==> config.mk <==
export PLATFORM = sky130hd
export DESIGN_NAME = spi_cfg_regbank
export DESIGN_NICKNAME = d
export VERILOG_FILES = /design/src/rtl/spi_cfg_pkg.sv /design/src/rtl/spi_cfg_decode.sv /design/src/rtl/spi_cfg_ctrl.sv /design/src/rtl/spi_cfg_irq.sv /design/src/rtl/spi_cfg_regbank.sv
export SDC_FILE = /design/constraint.sdc
export NUM_CORES = 1
export LEC_CHECK = 0
export ABC_AREA = 1
export BUFFER_PORTS_ARGS = -buffer_cell sky130_fd_sc_hd__buf_2
export CAP_MARGIN = 20
export CORE_AREA = 2 2 81 114
export DETAILED_ROUTE_END_ITERATION = 16
export DIE_AREA = 0 0 83 116
export PLACE_DENSITY = 0.75
export SYNTH_ARGS = -nofsm -noshare
export SYNTH_HDL_FRONTEND = slang
export SYNTH_HIERARCHICAL = 1
export SYNTH_SLANG_ARGS = --single-unit
==> constraint.sdc <==
create_clock -name clk -period 0.85 [get_ports clk]
set_input_delay 0.1275 -clock clk [delete_from_list [all_inputs] [get_ports clk]]
set_output_delay 0.1275 -clock clk [all_outputs]
set_load 0.01 [all_outputs]
==> src/rtl/spi_cfg_pkg.sv <==
package spi_cfg_pkg;

    localparam int DATA_W  = 32;
    localparam int HALF_W  = 16;
    localparam int CNT_W   = 2 * HALF_W;
    localparam int NCAUSE  = 4;

    // register offsets
    localparam int OFS_CTRL   = 'h00;
    localparam int OFS_FSIZE  = 'h04;
    localparam int OFS_STAT   = 'h08;
    localparam int OFS_ICLR   = 'h0C;
    localparam int OFS_MIS    = 'h20;
    localparam int OFS_RIS    = 'h24;
    localparam int OFS_FCNTHI = 'h50;

    // control word bit positions
    localparam int BIT_EN   = 0;
    localparam int BIT_MST  = 1;
    localparam int FMT_LSB  = 2;
    localparam int IE_LSB   = 4;
    localparam int CNT_LSB  = 8;
    localparam int BIT_CPOL = 24;
    localparam int BIT_CPHA = 25;
    localparam int BIT_HOLD = 26;
    localparam int BIT_DEEP = 29;
    localparam int BIT_SRST = 31;

    // interrupt enable index within control bits 7:4
    localparam int IE_RXDATA = 0;
    localparam int IE_TXDATA = 1;
    localparam int IE_RXOVF  = 2;
    localparam int IE_TXUND  = 3;

    typedef enum logic [2:0] {
        SEL_NONE, SEL_CTRL, SEL_FSIZE, SEL_STAT,
        SEL_ICLR, SEL_MIS, SEL_RIS, SEL_FCNTHI
    } reg_sel_e;

    typedef struct packed {
        logic              soft_rst;
        logic              deep_fifo;
        logic              hold_sel;
        logic              cpha;
        logic              cpol;
        logic [NCAUSE-1:0] ie;
        logic [1:0]        format;
        logic              master;
        logic              enable;
    } ctrl_fields_t;

endpackage

==> src/rtl/spi_cfg_decode.sv <==
module spi_cfg_decode
    import spi_cfg_pkg::*;
#(
    parameter int ADDR_W = 7
) (
    input  logic [ADDR_W-1:0] addr,
    output reg_sel_e          sel
);

    always_comb begin
        sel = SEL_NONE;
        if (addr == ADDR_W'(OFS_CTRL))        sel = SEL_CTRL;
        else if (addr == ADDR_W'(OFS_FSIZE))  sel = SEL_FSIZE;
        else if (addr == ADDR_W'(OFS_STAT))   sel = SEL_STAT;
        else if (addr == ADDR_W'(OFS_ICLR))   sel = SEL_ICLR;
        else if (addr == ADDR_W'(OFS_MIS))    sel = SEL_MIS;
        else if (addr == ADDR_W'(OFS_RIS))    sel = SEL_RIS;
        else if (addr == ADDR_W'(OFS_FCNTHI)) sel = SEL_FCNTHI;
    end

endmodule

==> src/rtl/spi_cfg_ctrl.sv <==
module spi_cfg_ctrl
    import spi_cfg_pkg::*;
#(
    parameter int FS_W     = 6,
    parameter int FS_RESET = 8
) (
    input  logic              clk,
    input  logic              rst_n,
    input  logic              wr_ctrl,
    input  logic              wr_fsize,
    input  logic              wr_fhi,
    input  logic [DATA_W-1:0] wdata,
    output ctrl_fields_t      ctrl,
    output logic [FS_W-1:0]   fsize,
    output logic [CNT_W-1:0]  fcount
);

    typedef struct packed {
        ctrl_fields_t     ctrl;
        logic [FS_W-1:0]  fsize;
        logic [CNT_W-1:0] cnt;
    } state_t;

    state_t st_d, st_q;

    logic unused_wbits;
    assign unused_wbits = ^{wdata[27], wdata[28], wdata[30]};

    always_comb begin
        st_d = st_q;
        if (wr_ctrl) begin
            st_d.ctrl.enable    = wdata[BIT_EN];
            st_d.ctrl.master    = wdata[BIT_MST];
            st_d.ctrl.format    = wdata[FMT_LSB +: 2];
            st_d.ctrl.ie        = wdata[IE_LSB +: NCAUSE];
            st_d.ctrl.cpol      = wdata[BIT_CPOL];
            st_d.ctrl.cpha      = wdata[BIT_CPHA];
            st_d.ctrl.hold_sel  = wdata[BIT_HOLD];
            st_d.ctrl.deep_fifo = wdata[BIT_DEEP];
            st_d.ctrl.soft_rst  = wdata[BIT_SRST];
            // lock is taken from the enable held before this write
            if (!st_q.ctrl.enable)
                st_d.cnt[HALF_W-1:0] = wdata[CNT_LSB +: HALF_W];
        end
        if (wr_fsize && !st_q.ctrl.enable)
            st_d.fsize = wdata[FS_W-1:0];
        if (wr_fhi && !st_q.ctrl.enable)
            st_d.cnt[CNT_W-1:HALF_W] = wdata[DATA_W-1:DATA_W-HALF_W];
    end

    always_ff @(posedge clk or negedge rst_n) begin
        if (!rst_n) begin
            st_q       <= '0;
            st_q.fsize <= FS_W'(FS_RESET);
        end else begin
            st_q <= st_d;
        end
    end

    assign ctrl   = st_q.ctrl;
    assign fsize  = st_q.fsize;
    assign fcount = st_q.cnt;

    // count cannot move while enabled
    p_count_frozen_r3: assert property (@(posedge clk) disable iff (!rst_n)
        st_q.ctrl.enable |=> $stable(st_q.cnt))
        else $error("count changed while enabled");

    // frame size cannot move while enabled
    p_fsize_frozen_r5: assert property (@(posedge clk) disable iff (!rst_n)
        st_q.ctrl.enable |=> $stable(st_q.fsize))
        else $error("frame size changed while enabled");

    // upper-register write never touches the low half
    p_hi_low_kept_r4: assert property (@(posedge clk) disable iff (!rst_n)
        (wr_fhi && !wr_ctrl) |=> $stable(st_q.cnt[HALF_W-1:0]))
        else $error("upper write altered low count");

endmodule

==> src/rtl/spi_cfg_irq.sv <==
module spi_cfg_irq
    import spi_cfg_pkg::*;
#(
    parameter int NC = NCAUSE
) (
    input  logic          clk,
    input  logic          rst_n,
    input  logic [NC-1:0] ev,
    input  logic          clr_we,
    input  logic [NC-1:0] clr_bits,
    input  logic [NC-1:0] en,
    output logic [NC-1:0] raw,
    output logic [NC-1:0] masked,
    output logic          irq
);

    logic [NC-1:0] raw_d, raw_q;

    always_comb begin
        raw_d = raw_q;
        if (clr_we)
            raw_d = raw_d & ~clr_bits;
        raw_d = raw_d | ev;   // set wins over clear
    end

    always_ff @(posedge clk or negedge rst_n) begin
        if (!rst_n) raw_q <= '0;
        else        raw_q <= raw_d;
    end

    for (genvar i = 0; i < NC; i++) begin : g_mask
        assign masked[i] = raw_q[i] & en[i];
    end

    assign raw = raw_q;
    assign irq = |masked;

    // an event always lands, even against a clear
    p_set_wins_r7: assert property (@(posedge clk) disable iff (!rst_n)
        (ev != '0) |=> ((raw_q & $past(ev)) == $past(ev)))
        else $error("event lost");

    // cleared bits drop when no event competes
    p_clear_takes_r7: assert property (@(posedge clk) disable iff (!rst_n)
        (clr_we && ((clr_bits & ev) == '0)) |=> ((raw_q & $past(clr_bits)) == '0))
        else $error("clear ignored");

    // causes are sticky without a clear
    p_sticky_r6: assert property (@(posedge clk) disable iff (!rst_n)
        !clr_we |=> ((raw_q & $past(raw_q)) == $past(raw_q)))
        else $error("cause dropped without clear");

    // no raw cause means no interrupt
    p_irq_quiet_r9: assert property (@(posedge clk) disable iff (!rst_n)
        (raw_q == '0) |-> !irq)
        else $error("irq without cause");

endmodule

==> src/rtl/spi_cfg_regbank.sv <==
module spi_cfg_regbank
    import spi_cfg_pkg::*;
#(
    parameter int ADDR_W   = 7,
    parameter int FS_W     = 6,
    parameter int FS_RESET = 8
) (
    input  logic              clk,
    input  logic              rst_n,
    input  logic              wr_en,
    input  logic              rd_en,
    input  logic [ADDR_W-1:0] addr,
    input  logic [31:0]       wdata,
    output logic [31:0]       rdata,
    input  logic              ev_tx_done,
    input  logic              ev_rx_ready,
    input  logic              ev_rx_overflow,
    input  logic              ev_tx_underrun,
    output logic              cfg_enable,
    output logic              cfg_master,
    output logic [1:0]        cfg_format,
    output logic              cfg_cpol,
    output logic              cfg_cpha,
    output logic              cfg_hold_sel,
    output logic              cfg_deep_fifo,
    output logic              cfg_soft_rst,
    output logic [FS_W-1:0]   cfg_frame_size,
    output logic [31:0]       cfg_frame_count,
    output logic              irq
);

    reg_sel_e          sel;
    ctrl_fields_t      ctrl;
    logic [FS_W-1:0]   fsize;
    logic [CNT_W-1:0]  fcount;
    logic [NCAUSE-1:0] ev, en_map, raw, masked;
    logic [DATA_W-1:0] rdata_d, rdata_q;

    spi_cfg_decode #(.ADDR_W(ADDR_W)) u_decode (
        .addr (addr),
        .sel  (sel)
    );

    spi_cfg_ctrl #(.FS_W(FS_W), .FS_RESET(FS_RESET)) u_ctrl (
        .clk      (clk),
        .rst_n    (rst_n),
        .wr_ctrl  (wr_en && sel == SEL_CTRL),
        .wr_fsize (wr_en && sel == SEL_FSIZE),
        .wr_fhi   (wr_en && sel == SEL_FCNTHI),
        .wdata    (wdata),
        .ctrl     (ctrl),
        .fsize    (fsize),
        .fcount   (fcount)
    );

    assign ev = {ev_tx_underrun, ev_rx_overflow, ev_rx_ready, ev_tx_done};

    // cause order differs from enable order for the two data causes
    assign en_map = {ctrl.ie[IE_TXUND], ctrl.ie[IE_RXOVF],
                     ctrl.ie[IE_RXDATA], ctrl.ie[IE_TXDATA]};

    spi_cfg_irq #(.NC(NCAUSE)) u_irq (
        .clk      (clk),
        .rst_n    (rst_n),
        .ev       (ev),
        .clr_we   (wr_en && sel == SEL_ICLR),
        .clr_bits (wdata[NCAUSE-1:0]),
        .en       (en_map),
        .raw      (raw),
        .masked   (masked),
        .irq      (irq)
    );

    always_comb begin
        rdata_d = '0;
        if (rd_en) begin
            unique case (sel)
                SEL_CTRL:   rdata_d = {ctrl.soft_rst, 1'b0, ctrl.deep_fifo, 2'b00,
                                       ctrl.hold_sel, ctrl.cpha, ctrl.cpol,
                                       fcount[HALF_W-1:0], ctrl.ie, ctrl.format,
                                       ctrl.master, ctrl.enable};
                SEL_FSIZE:  rdata_d = DATA_W'(fsize);
                SEL_STAT:   rdata_d = DATA_W'(raw);
                SEL_MIS:    rdata_d = DATA_W'(masked);
                SEL_RIS:    rdata_d = DATA_W'(raw);
                SEL_FCNTHI: rdata_d = fcount;
                default:    rdata_d = '0;
            endcase
        end
    end

    always_ff @(posedge clk or negedge rst_n) begin
        if (!rst_n) rdata_q <= '0;
        else        rdata_q <= rdata_d;
    end

    assign rdata           = rdata_q;
    assign cfg_enable      = ctrl.enable;
    assign cfg_master      = ctrl.master;
    assign cfg_format      = ctrl.format;
    assign cfg_cpol        = ctrl.cpol;
    assign cfg_cpha        = ctrl.cpha;
    assign cfg_hold_sel    = ctrl.hold_sel;
    assign cfg_deep_fifo   = ctrl.deep_fifo;
    assign cfg_soft_rst    = ctrl.soft_rst;
    assign cfg_frame_size  = fsize;
    assign cfg_frame_count = fcount;

    // unmapped reads return zero
    p_unmapped_zero_r10: assert property (@(posedge clk) disable iff (!rst_n)
        (rd_en && sel == SEL_NONE) |=> (rdata == '0))
        else $error("unmapped read not zero");

    // no strobe, no data
    p_idle_zero_r11: assert property (@(posedge clk) disable iff (!rst_n)
        !rd_en |=> (rdata == '0))
        else $error("rdata without read");

    // clear register reads zero
    p_clear_reads_zero_r7: assert property (@(posedge clk) disable iff (!rst_n)
        (rd_en && sel == SEL_ICLR) |=> (rdata == '0))
        else $error("clear register read not zero");

endmodule

==> results of run 1 <==
-- what timing repair did --
action	CTS	global route
gates cloned	5	3
setup buffers	64	8
hold buffers	6	0
resized for setup	130	91
hold endpoints to repair	91	0
setup endpoints to repair	167	167
pin swaps	53	42
-- metal layers --
metal  share of wire [%]  up-vias  global-route usage, %
li1                    -     1914                      -
met1                  32     2259                  32.93
met2                  48      471                  54.57
met3                  10      179                  7.692
met4                 9.6        0                  23.83
met5                   0        -                      0
-- registers in the layout, indices dropped and copies added (netlist names) --
signal	count
rdata	32
u_ctrl/fcount	32
u_ctrl/ctrl	13
u_ctrl/fsize	6
u_irq/raw	4
-- cell usage after synthesis, drive strengths merged --
master	instances	share of area, %
a31oi	2	0.32
a22oi	23	4.5
nor3	2	0.26
dfrtp	86	56
dfstp	1	0.68
nand3	50	6.5
inv	35	3.5
a21oi	4	0.52
clkbuf	4	0.39
buf	19	4.3
nor2	48	5.5
nand2	139	14
nand4	8	1.3
or2	1	0.16
o21ai	13	1.7
nor4	2	0.32
-- worst max-delay path by stage --
stage / from / endpoint / slack (ps)
2_1_floorplan: addr[5] / u_ctrl/fsize[2]$_DFFE_PN0P_ / -600
4_1_cts: addr[1] / rdata[16]$_DFF_PN0_ / -490
3_3_place_gp: addr[1] / rdata[2]$_DFF_PN0_ / -890
5_1_grt: addr[3] / rdata[9]$_DFF_PN0_ / -760
3_5_place_dp: addr[1] / rdata[1]$_DFF_PN0_ / -930
6_report: addr[0] / rdata[26]$_DFF_PN0_ / -730
-- kinds of logic after synthesis --
family	count (synthesis)
AND/OR/NAND/NOR	250
flip-flops	87
buffers and inverters	58
AO/OA/AOI/OAI	42
-- layout make-up --
cell class              instances  share of cell area (%)
diodes                          2                 0.07158
clock buffers                  10                   3.418
clock inverters                 6                   1.306
inverters                      35                   2.165
multi-input cells             294                   30.05
flip-flops and latches         87                   31.19
well taps                     105                   1.879
repair buffers                255                   29.92
-- power by group through the flow --
stage	clock (mW)	sequential, mW	combinational (mW)
floorplan	0	5.03	0.734
global placement	0	4.94	1.88
detailed placement	0	4.96	1.92
CTS	4.36	4.76	2.96
global route	4.66	4.84	3.71
finish	4.47	4.83	3.60
-- metrics by stage --
step | utilization, % | instance area [um2] | worst slack, ps | power [mW]
after floorplan | - | 4025 | -602.4 | 5.760
after global placement | 59.18 | 5065 | -889.2 | 6.817
final | 81.70 | 6992 | -728.2 | 12.90
after detailed placement | 59.18 | 5065 | -934.3 | 6.888
after CTS | 76.16 | 6518 | -485.4 | 12.08
after global routing | 81.67 | 6989 | -764.3 | 13.20
-- tightest hold or removal path, delay by kind of cell --
kind / cells / cell delay, ps
buffers and inverters: 1 / 90
AND/OR/NAND/NOR: 2 / 110
==> results_dict.tcl, run 1 <==
set metrics [dict create \
    status "finished, violations left" \
    violations "negative setup slack" \
    slowest_delay_ps 220 \
    pwr_density_cell_nw_per_um2 1846 \
    n_fill_cell 407 \
    r2r_setup_slack_ps -470 \
    worst_slack_ps -728.2 \
    syn_inst 437 \
    areaGrowthSynthToFinish_pct 81.02 \
    seq_area_um2 2181 \
    critPathCaptureType "flop" \
    syn_nets 484 \
    crit_top_cell "nor2_4" \
    ir_drop_v 0.002078 \
    cp.required_ps 1110 \
    cts_buffers 9 \
    finClkSkew_ps 7.853 \
    synth_simple_gate_area_share_pct 28.34 \
    die_w_um 83 \
    sw_frac_of_total_pct 31.90 \
    hold_violations 0 \
    yosysWarnings 6 \
    rr_startpoint "u_ctrl/ctrl[0]$_DFFE_PN0P_" \
    grt_pass1_wl_mm 23.46 \
    synthMuxAreaShare_pct 0 \
    critPathArrivalTime_ps 1840 \
    min_to "u_ctrl/fcount[30]$_DFFE_PN0P_" \
    crit_fanout 8 \
    max_slew_margin_pct 71.28 \
    clk_latency_ps 360 \
    finalSetupTns_ps -65380 \
    ios 127 \
    synth_top_family_by_area "simple AND/OR/NAND/NOR gates" \
    vias_per_cell 6.074 \
    wire_per_inst_um 24.08 \
    crit_cells 13 \
    synth_cell_type_count 26 \
    drtIter0Drc 549 \
    nets 729 \
    worstRegToRegCells 4 \
    rr_endpoint "u_ctrl/fcount[25]$_DFFE_PN0P_" \
    placed_cells 691 \
    netlist_area_um2 3862 \
    critPathTopFamily "simple AND/OR/NAND/NOR gates" \
    drc 0 \
    synthAdderAreaFrac_pct 0 \
    stdcell_count 794 \
    final_cell_mix "buf_2 (100), buf_4 (86), dfrtp_1 (84), nand2_1 (69), nand2_2 (52)" \
    synth_compound_area_share_pct 6.997 \
    grt_pass1_vias 4779 \
    vias 4823 \
    cts_tree "yes" \
    min_period_ps 1578 \
    coreArea_um2 8558 \
    io_buffers 126 \
    setup_viol 167 \
    ys_ff_latch 87 \
    worst_setup_hold_path_clk_slew_ps 60 \
    cts_root_buf "clkbuf_16" \
    internal_power_mw 8.788 \
    final_common_cell "buf_2" \
    first_pass_iters 6 \
    synth-seq-area-share_pct 56.40 \
    max_cap_violations 0 \
    rsz0062_at_grt "yes" \
    overflow 0 \
    initial_core_util_pct 45.13 \
    die_h_um 116 \
    multi_input_area_um2 2101 \
    postRouteAntennaNets 0 \
    drive_above_1_share_pct 62.59 \
    hp-start "wdata[30]" \
    fmax_ghz 0.6336 \
    dpl.hpwl_mm 8.166 \
    htreeDepth 3 \
    finalWeightedCongestion 0.8555 \
    cp.buffers_inverters 4 \
    power_leakage_nw 3.618 \
    slowest_stage "nor2_8" \
    critPathKind "input pin to flop" \
    grt_max_degree 33 \
    path_cells "buf_6 > nor2_4 > nand2_4 > nor2_4 > nor2_4 > nand2_2 > buf_12 > nand2_8 > buf_12 > nor2_8 > buf_6 > a22oi_2 > nor2_1" \
    clkPwrFrac_pct 34.6 \
    p_switching_mw 4.117 \
    grtUsageTotal_pct 31.39 \
    fp-row-count 40 \
    tightestPinTransition_ps 430.8 \
    cts_buffer_depth 2 \
    worst_hold_path_type "input pin to flop" \
    fin_crit_sh_pct 185.7 \
    seqPwrFrac_pct 37.4 \
    timing.hold.ws_ps 14.89 \
    start_kind "input pin" \
    totalWireLength_mm 19.12 \
    p_comb_share_pct 27.9 \
    antenna_found_initial 1 \
    synth_area_per_cell_um2 8.839 \
    die_area_um2 9628 \
    cts.sinks 87 \
    min_path_cells 3 \
    drv_slew 0 \
    synth-xor-area-share_pct 0 \
]
Note: power is estimated with default switching activity, not from simulation.
==> run 2, diff against run 1 <==
Settings changed: CORE_AREA 2 2 81 114 to 2 2 75 106, DIE_AREA 0 0 83 116 to 0 0 77 108, PLACE_DENSITY 0.75 to 0.82.
Clock period 0.85 ns to 2 ns, I/O delays scaled along.
==> results_dict.tcl, run 2 (synthesis results as in run 1) <==
set metrics [dict create \
    worst_slack_ps 316.0 \
    start_kind "input pin" \
    pwr_density_cell_nw_per_um2 834.3 \
    wire_per_inst_um 15.07 \
    diodes 0 \
    overflow 0 \
    critPathTopFamily "simple AND/OR/NAND/NOR gates" \
    cts_buffer_depth 2 \
    crit_cells 11 \
    critPathCaptureType "flop" \
    worst_hold_path_type "input pin to flop" \
    worst_setup_hold_path_clk_slew_ps 80 \
    place_ws_ps -22.28 \
    min_period_ps 1684 \
    nets 615 \
    finClkSkew_ps 10.45 \
    cts_buffers 9 \
    critPathArrivalTime_ps 1940 \
    die_area_um2 8316 \
    post_cts_resize_count 0 \
    status "finished clean" \
    io_buffers 126 \
    crit_fanout 7 \
    ios 127 \
    drive_above_1_share_pct 29.90 \
    final_common_cell "nand2_1" \
    grt_pass1_vias 3417 \
    hold_violations 0 \
    first_pass_iters 5 \
    cts_tree "yes" \
    power_leakage_nw 2.774 \
    areaGrowthSynthToFinish_pct 25.40 \
    drc 0 \
    vias 3530 \
    die_h_um 108 \
    grt_pass1_wl_mm 16.34 \
    rsz0062_at_grt "no" \
    power_mw 4.041 \
    cts.sinks 87 \
    setup_viol 0 \
    grt_max_degree 56 \
    fp-row-count 37 \
    cp.required_ps 2260 \
    fin_crit_sh_pct 84.20 \
    ctsHoldBuffers 1 \
    clk_latency_ps 360 \
    slowest_stage "buf_4" \
    fmax_ghz 0.5938 \
    cts_root_buf "clkbuf_8" \
    drv_slew 0 \
    grtUsageTotal_pct 25.49 \
    vias_per_cell 5.277 \
    max_slew_margin_pct 70.14 \
    cp.buffers_inverters 4 \
    htreeDepth 3 \
    finalWeightedCongestion 0.8678 \
    worstRegToRegCells 4 \
    ir_drop_v 0.0005894 \
    postRouteAntennaNets 0 \
    tightestPinTransition_ps 447.9 \
    final_cell_mix "nand2_1 (133), buf_2 (125), dfrtp_1 (86), nand3_1 (50), nor2_1 (44)" \
    totalWireLength_mm 10.08 \
    min_path_cells 3 \
    path_cells "buf_2 > inv_1 > nand3_1 > or2_0 > nand3_1 > buf_4 > nor4_2 > buf_4 > nand2_4 > nand2_1 > nand2_1" \
    slowest_delay_ps 270 \
    antenna_found_initial 0 \
    max_cap_violations 0 \
    drtIter0Drc 297 \
    die_w_um 77 \
    dpl.hpwl_mm 7.398 \
    initial_core_util_pct 52.81 \
    cts_setup_buffers 0 \
    coreArea_um2 7315 \
    critPathKind "input pin to flop" \
]
## run 2: cell count changes in the layout (fill, tap and decap cells not counted), moves of 29 or more
cell and delta:
buf_4 -73, nand2_1 +64, nand2_2 -49, buf_6 -42, nand3_1 +32, nand3_2 -29
## run 2: worst register-to-register path, stage by stage, from the launching register on
cell and delay [ps]:
dfrtp_1 440, inv_4 370, nand2_4 240, nand2_1 110
nand2_1 60
## run 2: area by class of cell
cell class	instances	area [um2]
fillers	629	2471
flip-flops and latches	87	2178
multi-input cells	292	1381
repair buffers	143	813.3
clock buffers	12	145.1
inverters	35	136.4
well taps	97	121.4
clock inverters	3	67.56
## run 2: worst paths after layout
| path | end | start | slack, ps |
|---|---|---|---|
| max | u_ctrl/fsize[5]$_DFFE_PN0P_ | addr[4] | 320 |
| min | u_irq/raw[1]$_DFF_PN0_ | ev_rx_ready | 120 |
| max reg2reg | u_ctrl/fcount[18]$_DFFE_PN0P_ | u_ctrl/ctrl[0]$_DFFE_PN0P_ | 680 |
| min reg2reg | u_ctrl/fsize[3]$_DFFE_PN1P_ | u_ctrl/fsize[3]$_DFFE_PN1P_ | 480 |
| max in group asynchronous | rdata[18]$_DFF_PN0_ | rst_n | 970 |
| min in group asynchronous | u_ctrl/fsize[5]$_DFFE_PN0P_ | rst_n | 410 |
## run 2: where the power goes
group | switching, mW | internal [mW] | total [mW]
registers | 0.176 | 1.91 | 2.09
clock network | 0.593 | 0.732 | 1.32
logic | 0.402 | 0.223 | 0.625
## run 2: through the flow
step	TNS (ps)	hold WS [ps]	std cells	cell area (um2)	util (%)
after floorplan	0	4.409	437	3869	-
after global placement	0	272.5	653	4621	63.17
after detailed placement	-80.72	268.1	653	4621	63.17
after CTS	0	101.2	669	4843	66.22
after global routing	0	117.8	669	4843	66.22
final	0	119.5	669	4843	66.22
## run 2: routing by layer
metal	part of all wire [%]	routed length (um)	up-vias	global-route usage (%)
li1	-	-	1667	-
met1	37	3750	1665	30.25
met2	53	5340	170	43.30
met3	6.5	655	28	5.593
met4	3.3	334	0	14.03
met5	0	0	-	0
==> run 3, diff against run 2 <==
Settings changed: CORE_AREA 2 2 75 106 to 2 2 78 109, DIE_AREA 0 0 77 108 to 0 0 80 111, PLACE_DENSITY 0.82 to 0.78.
Clock period 2 ns to 1.7 ns, I/O delays scaled along.
==> results_dict.tcl, run 3 (synthesis results as in run 1) <==
set metrics [dict create \
    critPathCaptureType "flop" \
    max_slew_margin_pct 68.83 \
    internal_power_mw 3.758 \
    final_cell_mix "nand2_1 (131), buf_2 (125), dfrtp_1 (86), nand3_1 (49), nor2_1 (43)" \
    setup_viol 0 \
    rr_startpoint "u_ctrl/ctrl[0]$_DFFE_PN0P_" \
    seq_area_um2 2178 \
    post-route-cell-area_um2 5121 \
    die_area_um2 8880 \
    start_kind "input pin" \
    n_fill_cell 699 \
    grt_max_degree 37 \
    finalWeightedCongestion 0.9210 \
    cts.sinks 87 \
    cts_tree "yes" \
    drive_above_1_share_pct 32.76 \
    cts_buffers 9 \
    finalSetupTns_ps 0 \
    crit_fanout 16 \
    cts_root_buf "clkbuf_16" \
    worst_hold_path_type "input pin to flop" \
    p_comb_share_pct 14.6 \
    vias_per_cell 5.177 \
    seqPwrFrac_pct 47.0 \
    die_w_um 80 \
    cp.required_ps 1930 \
    grtUsageTotal_pct 24.82 \
    pwr_density_cell_nw_per_um2 1025 \
    clkPwrFrac_pct 38.4 \
    overflow 0 \
    cts_setup_buffers 0 \
    worstRegToRegCells 4 \
    r2r_setup_slack_ps 460 \
    dpl.hpwl_mm 7.713 \
    fmax_ghz 0.6497 \
    min_path_cells 3 \
    drc 0 \
    grt_pass1_vias 3404 \
    p_switching_mw 1.490 \
    clk_latency_ps 340 \
    min_to "u_irq/raw[2]$_DFF_PN0_" \
    fin_crit_sh_pct 90.54 \
    first_pass_iters 5 \
    critPathArrivalTime_ps 1770 \
    hp-start "ev_rx_overflow" \
    dpl_cell_area_um2 4783 \
    final_common_cell "nand2_1" \
    htreeDepth 3 \
    sw_frac_of_total_pct 28.39 \
    cts_buffer_depth 2 \
    drtIter0Drc 272 \
    antenna_found_initial 0 \
    vias 3562 \
    hold_violations 0 \
    critPathKind "input pin to flop" \
    io_buffers 126 \
    status "finished clean" \
    rr_endpoint "u_ctrl/fcount[27]$_DFFE_PN0P_" \
    grt_pass1_wl_mm 16.88 \
    wire_per_inst_um 15.05 \
    ir_drop_v 0.0006167 \
    finClkSkew_ps 4.770 \
    die_h_um 111 \
    initial_core_util_pct 48.26 \
    nets 628 \
    areaGrowthSynthToFinish_pct 32.59 \
    worst_setup_hold_path_clk_slew_ps 60 \
    tightestPinTransition_ps 467.1 \
    multi_input_area_um2 1409 \
    totalWireLength_mm 10.35 \
    postRouteAntennaNets 0 \
    power_leakage_nw 2.913 \
    min_period_ps 1539 \
    coreArea_um2 8003 \
    power_mw 5.249 \
    fp-row-count 39 \
    diodes 0 \
    max_cap_violations 0 \
    drv_slew 0 \
    ios 127 \
    rsz0062_at_grt "no" \
]
## run 3: changes by cell type in the layout (fill, tap and decap cells not counted), sizes merged
cell    previous run  this run
bufinv             2         1
clkinv             0         3
buf              142       155
clkbuf            12        11
## run 3: timing repair
| item | in CTS | in global routing |
|---|---|---|
| setup endpoints to repair | 0 | 10 |
| endpoints found under the hold margin | 26 | 0 |
| gates resized for setup | 0 | 5 |
| hold buffers | 1 | 0 |
## run 3: power by group through the flow
stage	clock [mW]	combinational [mW]	sequential (mW)
CTS	2.05	0.769	2.47
global placement	0	0.746	2.50
finish	2.02	0.764	2.47
global route	2.13	0.858	2.49
detailed placement	0	0.764	2.50
floorplan	0	0.355	2.50
## run 3: worst max-delay path: stages
cell     delay, ps
buf_2           90
inv_1           50
nand3_1        130
nor2_1          70
nor2_1         130
nand2_2        130
buf_4          180
nor3_2         200
buf_4          180
nand2_4        130
nand2_1        140
nand2_1         70
## run 3: cell type report
type,count,share of cell area (%)
clock buffer,11,4.935
clock inverter,5,1.099
inverter,35,2.663
multi-input combinational,292,27.51
sequential,87,42.54
tap,102,2.492
timing repair buffer,156,18.76
## run 3: worst max-delay path by stage
| stage | from | endpoint | slack, ps | depth (start not counted) |
|---|---|---|---|---|
| detailed placement | addr[6] | u_ctrl/fcount[1]$_DFFE_PN0P_ | -210 | 13 |
| floorplan | addr[4] | u_ctrl/fsize[0]$_DFFE_PN0P_ | 0.7 | 9 |
| finish | addr[6] | u_ctrl/fcount[1]$_DFFE_PN0P_ | 160 | 12 |
| global placement | addr[4] | u_irq/raw[2]$_DFF_PN0_ | -140 | 12 |
| global route | addr[2] | u_ctrl/fcount[1]$_DFFE_PN0P_ | 40 | 12 |
| CTS | addr[6] | u_ctrl/fcount[1]$_DFFE_PN0P_ | 150 | 13 |
## run 3: metrics by stage
stage | util (%) | hold WS (ps) | std cells | worst slack [ps]
finish | 63.99 | 94.13 | 688 | 160.8
CTS | 63.76 | 83.19 | 688 | 152.6
global placement | 59.77 | 211.5 | 671 | -142.8
detailed placement | 59.77 | 212.7 | 671 | -206.8
global route | 63.99 | 103.8 | 688 | 39.81
floorplan | - | -40.59 | 437 | 0.7320
## run 3: layer usage
metal  vias to the layer above  track usage (%)  share of wire [%]
met5                         -                0                  0
met4                         0            10.51                2.2
met3                        18            5.700                7.3
met2                       155            40.61                 52
met1                      1694            31.23                 38
li1                       1695                -                  -
